===== src/rtl/brunit_pkg.sv =====
package brunit_pkg;

  typedef enum logic [1:0] {
    PH_Q1 = 2'd0,
    PH_Q2 = 2'd1,
    PH_Q3 = 2'd2,
    PH_Q4 = 2'd3
  } phase_e;

  // Strobes from control to datapath
  typedef struct packed {
    logic latchWord;
    logic latchLiteral;
    logic computeTarget;
    logic writePc;
    logic selectTarget;
  } dpCtrl_t;

  // Branch forms: index 0 tests the zero flag, index 1 tests the overflow flag
  localparam int NUM_FORMS = 2;
  localparam logic [NUM_FORMS-1:0][7:0] FORM_OPC = {8'hE5, 8'hE1};

endpackage


===== src/rtl/brunit_datapath.sv =====
module brunit_datapath
  import brunit_pkg::*;
#(
  parameter int PC_W   = 21,
  parameter int WORD_W = 16,
  parameter int OFS_W  = 8
) (
  input  logic                    clk,
  input  logic                    rst,
  input  dpCtrl_t                 ctrl,
  input  logic [WORD_W-1:0]       instrWord,
  output logic [WORD_W-OFS_W-1:0] opcode,
  output logic [PC_W-1:0]         pcOut
);
  localparam int EXT_W = PC_W - OFS_W - 1;

  logic [WORD_W-1:0] instrReg;
  logic [OFS_W-1:0]  offsetReg;
  logic [PC_W-1:0]   targetReg;
  logic [PC_W-1:0]   pcReg;
  logic [PC_W-1:0]   byteOffset;
  logic [PC_W-1:0]   seqPc;

  // Sign-extend and double the word offset into a byte offset
  assign byteOffset = {{EXT_W{offsetReg[OFS_W-1]}}, offsetReg, 1'b0};
  assign seqPc      = pcReg + PC_W'(2);

  always_ff @(posedge clk) begin
    if (rst) begin
      instrReg  <= '0;
      offsetReg <= '0;
      targetReg <= '0;
      pcReg     <= '0;
    end else begin
      if (ctrl.latchWord)     instrReg  <= instrWord;
      if (ctrl.latchLiteral)  offsetReg <= instrReg[OFS_W-1:0];
      if (ctrl.computeTarget) targetReg <= seqPc + byteOffset;
      if (ctrl.writePc)       pcReg     <= ctrl.selectTarget ? targetReg : seqPc;
    end
  end

  assign opcode = instrReg[WORD_W-1:OFS_W];
  assign pcOut  = pcReg;

endmodule


===== src/rtl/brunit_ctrl.sv =====
module brunit_ctrl
  import brunit_pkg::*;
#(
  parameter int OPC_W = 8
) (
  input  logic             clk,
  input  logic             rst,
  input  logic [OPC_W-1:0] opcode,
  input  logic             zeroFlag,
  input  logic             ovfFlag,
  output dpCtrl_t          ctrl,
  output logic [1:0]       phaseOut,
  output logic             flushReq,
  output logic             bubbleActive
);
  phase_e phase;
  logic   bubbleReg;
  logic   takenReg;
  logic [NUM_FORMS-1:0] flagVec;
  logic [NUM_FORMS-1:0] formHit;
  logic   condMet;

  assign flagVec = {ovfFlag, zeroFlag};

  for (genvar g = 0; g < NUM_FORMS; g++) begin : g_form
    assign formHit[g] = (opcode == FORM_OPC[g][OPC_W-1:0]) && !flagVec[g];
  end

  assign condMet = |formHit;

  always_ff @(posedge clk) begin
    if (rst) begin
      phase     <= PH_Q1;
      bubbleReg <= 1'b0;
      takenReg  <= 1'b0;
    end else begin
      phase <= phase_e'(phase + 2'd1);
      case (phase)
        PH_Q3:   takenReg <= condMet && !bubbleReg;
        PH_Q4: begin
          bubbleReg <= takenReg && !bubbleReg;
          takenReg  <= 1'b0;
        end
        default: ;
      endcase
    end
  end

  always_comb begin
    ctrl.latchWord     = (phase == PH_Q1) && !bubbleReg;
    ctrl.latchLiteral  = (phase == PH_Q2) && !bubbleReg;
    ctrl.computeTarget = (phase == PH_Q3) && !bubbleReg;
    ctrl.writePc       = (phase == PH_Q4) && !bubbleReg;
    ctrl.selectTarget  = takenReg;
  end

  assign phaseOut     = phase;
  assign flushReq     = (phase == PH_Q4) && takenReg && !bubbleReg;
  assign bubbleActive = bubbleReg;

endmodule


===== src/rtl/flag_branch_unit.sv =====
module flag_branch_unit
  import brunit_pkg::*;
#(
  parameter int PC_W   = 21,
  parameter int WORD_W = 16,
  parameter int OFS_W  = 8
) (
  input  logic              clk,
  input  logic              rst,
  input  logic [WORD_W-1:0] instrWord,
  input  logic              zeroFlag,
  input  logic              ovfFlag,
  output logic [PC_W-1:0]   pcOut,
  output logic [1:0]        phaseOut,
  output logic              flushReq,
  output logic              bubbleActive
);
  localparam int OPC_W = WORD_W - OFS_W;

  dpCtrl_t          ctrl;
  logic [OPC_W-1:0] opcode;

  brunit_ctrl #(.OPC_W(OPC_W)) ctrl_i (
    .clk          (clk),
    .rst          (rst),
    .opcode       (opcode),
    .zeroFlag     (zeroFlag),
    .ovfFlag      (ovfFlag),
    .ctrl         (ctrl),
    .phaseOut     (phaseOut),
    .flushReq     (flushReq),
    .bubbleActive (bubbleActive)
  );

  brunit_datapath #(.PC_W(PC_W), .WORD_W(WORD_W), .OFS_W(OFS_W)) dp_i (
    .clk       (clk),
    .rst       (rst),
    .ctrl      (ctrl),
    .instrWord (instrWord),
    .opcode    (opcode),
    .pcOut     (pcOut)
  );

endmodule


===== config.mk =====
export PLATFORM = sky130hd
export DESIGN_NAME = flag_branch_unit
export DESIGN_NICKNAME = d
export VERILOG_FILES = /design/src/rtl/brunit_pkg.sv /design/src/rtl/brunit_datapath.sv /design/src/rtl/brunit_ctrl.sv /design/src/rtl/flag_branch_unit.sv
export SDC_FILE = /design/constraint.sdc
export NUM_CORES = 1
export LEC_CHECK = 0
export BUFFER_PORTS_ARGS = -buffer_cell sky130_fd_sc_hd__buf_2
export CAP_MARGIN = 0
export CORE_AREA = 5 5 93 95
export CTS_CLUSTER_SIZE = 16
export DETAILED_ROUTE_END_ITERATION = 12
export DIE_AREA = 0 0 98 100
export GPL_ROUTABILITY_DRIVEN = 1
export GPL_TIMING_DRIVEN = 0
export PLACE_DENSITY = 0.75
export RECOVER_POWER = 100
export SYNTH_ARGS = -nofsm -noshare
export SYNTH_HDL_FRONTEND = slang
export SYNTH_SLANG_ARGS = --single-unit

===== constraint.sdc =====
create_clock -name clk -period 8.5 [get_ports clk]
set_clock_uncertainty 0.05 [all_clocks]
set_input_delay 1.275 -clock clk [delete_from_list [all_inputs] [get_ports clk]]
set_output_delay 1.275 -clock clk [all_outputs]
set_load 0.05 [all_outputs]

==> results.py, run 1 <==
metrics = {
    "clocking": {
        "cts_buffer_depth": 2,
        "postCtsHoldBufs": 0,
        "worstSkewPairLatency_ps": 350,
        "cts_made_buffers": 9,
        "cts_setup_buffers": 0,
        "root_buffer": "clkbuf_8",
        "cts_tree": "yes",
        "htreeDepth": 3,
        "cts_sinks": 70,
        "path_clk_slew_ps": 80,
        "ctsResizeCount": 0,
    },
    "timing": {
        "setup_slack_ps": 4650,
        "relSlewSlack": 0.423,
        "layout_min_cycle_time_ps": 3850,
        "fmax_mhz": 259,
        "final.period_utilization": 0.454,
        "hold_viol": 0,
        "tns_ps": 0,
        "rsz0062_at_grt": "false",
        "setup_viol": 0,
        "report.final.slew_viol_count": 0,
        "worst_slew_pin_slew_ps": 864,
    },
    "worst_setup_path": {
        "r2r_slack_ps": 4650,
        "criticalPathCategory": "reg2reg",
        "endpoint": "dp_i.targetReg[20]",
        "timing.rr.end": "dp_i.targetReg[20]",
        "required_ps": 8700,
        "critPathMaxFanout": 8,
        "worst_ep_arrival_time_ps": 4050,
        "cp-end-kind": "flop",
        "worstReg2RegStart": "dp_i.pcOut[1]",
        "crit_start": "dp_i.pcOut[1]",
        "start_kind": "flop",
        "r2r_cells": 13,
    },
    "global_route": {
        "overflow": 0,
        "grt_max_degree": 19,
        "grt_pass1_wl_mm": 17.7,
        "grt_usage": 0.224,
        "antenna_found_initial": 0,
        "grt_pass1_vias": 3692,
    },
    "power_and_ir_drop": {
        "p_leak_uw": 0.00184,
        "powerDensity_nw_per_um2": 168,
        "total_power_uw": 784,
        "vdd_drop_max_uv": 100,
    },
    "min_path": {
        "hp-class": "reg2reg",
    },
    "logic_synthesis": {
        "synthFlopType": "dfxtp_1",
        "yosys.area.top_type": "dfxtp_1",
        "synth-xor-area-share": 0.0569,
        "ys_ff_latch": 70,
        "ys_seq_area_frac": 0.337,
        "muxShareOfSynthArea": 0.0364,
        "synth-simple-area-share": 0.234,
        "syn_area_per_cell_um2": 7.88,
        "yosys_warnings": 0,
        "syn_area_um2": 4160,
        "synth_compound_area_frac": 0.204,
        "async_flop_share": 0,
        "synth_top_cell_area_share": 0.337,
        "synth_adder_area_share": 0.0891,
        "synth_nets": 576,
        "synth.distinct_cells": 52,
        "synth_area_leaders": "dfxtp_1 (34%), a21oi_1 (8.6%), ha_1 (8.4%)",
        "synth_top_family_by_area": "simple AND/OR/NAND/NOR gates",
        "synth_cells": 527,
        "synth_edf_count": 0,
    },
    "floorplanning": {
        "dieArea_um2": 9800,
        "die_w_um": 98,
        "core_area_um2": 7650,
        "num_rows": 32,
        "die_h_um": 100,
        "initial_core_util": 0.543,
        "io-pin-count": 45,
    },
    "final_layout": {
        "final_common_cell": "nand2_1",
        "fin_nets": 631,
        "layout_common_cells": "nand2_1 (86), a21oi_1 (71), dfxtp_1 (70)",
        "stdcell_area_um2": 4680,
        "syn_to_final_growth_pct": 12.5,
        "drive_gt1_frac": 0.0750,
        "n_fill_cell": 722,
        "diodes": 0,
    },
    "route": {
        "vias": 4022,
        "drtPass1Iterations": 4,
        "remaining_drc_errors": 0,
        "wl_mm": 11.1,
        "first_iter_violations": 279,
        "drt-wirelength-per-cell_um": 16.2,
        "via_per_inst": 5.84,
        "final_antenna_net_count": 0,
    },
    "run": {
        "drv_cap": 0,
    },
    "placed_design": {
        "gp_congestion": 0.914,
        "place_ws_ps": 5000,
        "hpwl_mm": 8.31,
        "numPortBuffers": 44,
        "placed_cell_area_um2": 4500,
    },
    "run_status": {
        "status": "completed",
    },
}
## layer usage
metal | vias up | share of wire | GRT usage | wire, um
met4 | 0 | 0.030 | 0.0863 | 338
met1 | 1848 | 0.44 | 0.286 | 4880
li1 | 1979 | - | - | -
met2 | 162 | 0.46 | 0.363 | 5080
met3 | 33 | 0.075 | 0.0612 | 835
met5 | - | 0 | 0 | 0
## layout make-up
class	instances	area [um2]	area share
multi-input combinational	417	2570	0.549
clock buffer	13	149	0.0318
tap	102	128	0.0273
sequential	70	1400	0.300
inverter	9	33.8	0.00723
buffer	31	140	0.0300
timing repair buffer	44	188	0.0401
clock inverter	3	67.6	0.0145
## kinds of logic (layout without fill, tap and decap cells)
logic type | count (synthesis) | count (layout)
flip-flops | 70 | 70
AO/OA/AOI/OAI | 142 | 142
AND/OR/NAND/NOR | 204 | 204
adder cells (fa/ha/maj) | 29 | 29
buffers and inverters | 40 | 100
XOR/XNOR | 27 | 27
multiplexers | 15 | 15
## where the power goes
group          switching, uW  internal [uW]  total, uW  leakage, uW
Combinational           83.9           41.2        125      0.00117
Clock                    127            174        301     0.000104
Sequential              14.7            344        358     0.000570
## registers in the layout, summed over array words and instances, names as in the netlist
name,flops
ctrl_i.bubbleActive,1
dp_i.offsetReg,8
ctrl_i.takenReg,1
ctrl_i.phaseOut,2
dp_i.targetReg,21
dp_i.instrReg,16
dp_i.pcOut,21
## synth_stat cells, types with 3 or more instances
cell      count
and3_1        5
nand2_1      86
nor2b_1       3
clkbuf_1     22
ha_1         28
nor2_1       48
mux2i_1      14
o21ai_0      22
nand2b_1     12
buf_2         4
a22oi_1       3
xor2_1        9
or3_1         3
a21o_1        6
nor3_1        9
o211ai_1     12
buf_4         3
a221oi_1      8
inv_1         9
a21oi_1      71
or4_1         4
nand3_1      11
a31oi_1       3
dfxtp_1      70
xnor2_1      18
a211oi_1      9
nand4_1       9
## stage by stage
step / hold slack (ps) / utilization / std cells
finish: 404 / 0.611 / 689
global route: 430 / 0.611 / 689
CTS: 402 / 0.617 / 689
detailed placement: 391 / 0.589 / 673
global placement: 388 / 0.589 / 673
floorplan: 366 / - / 527
## critical path, stage by stage, from the launching register on
cell and delay, ps:
dfxtp_1 490, ha_1 280, nand3_1 320, nor4_1 650, nand3_1 170, xnor2_1 180, ha_1 290, clkbuf_1 270
a21oi_1 150, o21ai_0 280, a211oi_1 90, a21oi_1 250, xnor2_1 110, a22o_1 180
## worst min-delay path by stage
stage	startpoint	endpoint	slack, ps	depth (start not counted)
finish	dp_i.instrReg[9]	dp_i.instrReg[9]	400	2
CTS	dp_i.targetReg[15]	dp_i.targetReg[15]	400	2
detailed placement	dp_i.targetReg[15]	dp_i.targetReg[15]	390	2
global placement	dp_i.targetReg[9]	dp_i.targetReg[9]	390	2
global route	dp_i.targetReg[9]	dp_i.targetReg[9]	430	2
floorplan	dp_i.targetReg[14]	dp_i.targetReg[14]	370	2
No activity file was read; power rests on OpenSTA's default activity.
==> run 2: changes to the inputs <==
==> constraint.sdc (replaced) <==
create_clock -name clk -period 3.9 [get_ports clk]
set_clock_uncertainty 0.05 [all_clocks]
set_input_delay 0.585 -clock clk [delete_from_list [all_inputs] [get_ports clk]]
set_output_delay 0.585 -clock clk [all_outputs]
set_load 0.05 [all_outputs]
==> results.py, run 2 (synthesis results as in run 1) <==
metrics = {
    "floorplanning": {
        "core_area_um2": 7650,
        "num_rows": 32,
        "die_w_um": 98,
        "dieArea_um2": 9800,
        "die_h_um": 100,
        "io-pin-count": 45,
        "initial_core_util": 0.543,
    },
    "clocking": {
        "worstSkewPairLatency_ps": 340,
        "postCtsHoldBufs": 0,
        "cts_setup_buffers": 0,
        "cts_sinks": 70,
        "cts_tree": "yes",
        "root_buffer": "clkbuf_8",
        "path_clk_slew_ps": 80,
        "ctsResizeCount": 0,
        "cts_buffer_depth": 2,
        "htreeDepth": 3,
        "cts_made_buffers": 9,
    },
    "timing": {
        "layout_min_cycle_time_ps": 3570,
        "tns_ps": 0,
        "final.period_utilization": 0.916,
        "report.final.slew_viol_count": 0,
        "setup_viol": 0,
        "worst_slew_pin_slew_ps": 814,
        "hold_viol": 0,
        "relSlewSlack": 0.456,
        "holdWs_ps": 404,
        "fmax_mhz": 280,
        "rsz0062_at_grt": "false",
    },
    "placed_design": {
        "numPortBuffers": 44,
        "place_inst": 673,
        "hpwl_mm": 8.31,
        "gp_congestion": 0.914,
        "placed_cell_area_um2": 4500,
    },
    "worst_setup_path": {
        "required_ps": 4090,
        "critPathMaxFanout": 8,
        "crit_chain": "ha_1, nand3_2, nor4_2, nand3_1, xnor2_1, ha_1, clkbuf_1, a21oi_1, o21ai_0, a211oi_1, a21oi_1, xnor2_1, a22o_1",
        "cpMaxStageDelayCell": "dfxtp_1",
        "start_kind": "flop",
        "criticalPathCategory": "reg2reg",
        "cpPeakStageDelay_ps": 490,
        "cp-end-kind": "flop",
        "worst_ep_arrival_time_ps": 3770,
    },
    "min_path": {
        "hp-class": "reg2reg",
    },
    "power_and_ir_drop": {
        "vdd_drop_max_uv": 218,
        "powerDensity_nw_per_um2": 365,
        "p_leak_uw": 0.00184,
        "total_power_uw": 1710,
    },
    "run": {
        "drv_cap": 0,
    },
    "route": {
        "drt-wirelength-per-cell_um": 16.1,
        "wl_mm": 11.1,
        "remaining_drc_errors": 0,
        "first_iter_violations": 247,
        "vias": 4018,
        "final_antenna_net_count": 0,
        "drtPass1Iterations": 5,
        "via_per_inst": 5.83,
    },
    "final_layout": {
        "syn_to_final_growth_pct": 12.7,
        "fin_cells": 689,
        "drive_gt1_frac": 0.0750,
        "final_common_cell": "nand2_1",
        "diodes": 0,
        "stdcell_area_um2": 4680,
        "n_fill_cell": 721,
        "fin_nets": 631,
        "layout_common_cells": "nand2_1 (86), a21oi_1 (71), dfxtp_1 (70)",
    },
    "global_route": {
        "overflow": 0,
        "grt_pass1_wl_mm": 17.7,
        "grt_pass1_vias": 3692,
        "antenna_found_initial": 0,
        "grt_max_degree": 19,
        "grt_usage": 0.224,
    },
    "run_status": {
        "status": "completed",
    },
}
run 2: cell types whose count changed in the layout (fill, tap and decap cells not counted):
cell      delta
and2_0       +1
buf_2        -2
clkbuf_1     +2
and2_1       -1
nand3_2      +1
nor4_1       -1
nand3_1      -1
nor4_2       +1
run 2: final timing paths:
check / start / to / slack [ps] / depth (start not counted)
worst min-delay path: dp_i.instrReg[9] / dp_i.instrReg[9] / 400 / 2
worst min register to register: dp_i.instrReg[9] / dp_i.instrReg[9] / 400 / 2
worst max-delay path: dp_i.pcOut[1] / dp_i.targetReg[20] / 330 / 13
worst max register to register: dp_i.pcOut[1] / dp_i.targetReg[20] / 330 / 13
run 2: critical path: cells and delay by family, from the launching register on:
family,cells,cell delay (ps)
AOI/OAI and AO/OA,5,940
DFF,1,490
xor gates and xnor gates,2,280
and+or+nand+nor,3,830
buffers and inverters,1,270
adders and majority gates,2,590
run 2: metal layers:
metal	track usage	wire length [um]	up-vias
met5	0	0	-
li1	-	-	1979
met1	0.286	4870	1860
met3	0.0612	803	27
met4	0.0863	315	0
met2	0.363	5080	152
run 2: area by class of cell:
type                    instances  area [um2]  area share
multi-input cells             417        2580       0.551
flip-flops and latches         70        1400       0.299
repair buffers                 44         188      0.0401
clock buffers                  13         149      0.0318
plain buffers                  31         138      0.0294
well taps                     102         128      0.0272
clock inverters                 3        67.6      0.0144
inverters                       9        33.8     0.00721
run 2: through the flow:
step	util	setup slack (ps)
after floorplan	-	488
after global placement	0.589	443
after detailed placement	0.589	400
after CTS	0.617	393
after global routing	0.613	46.4
final	0.613	328
run 2: where the power goes:
group	internal [uW]	switching [uW]
clock	379	276
combinational	89.7	183
sequential	749	31.9
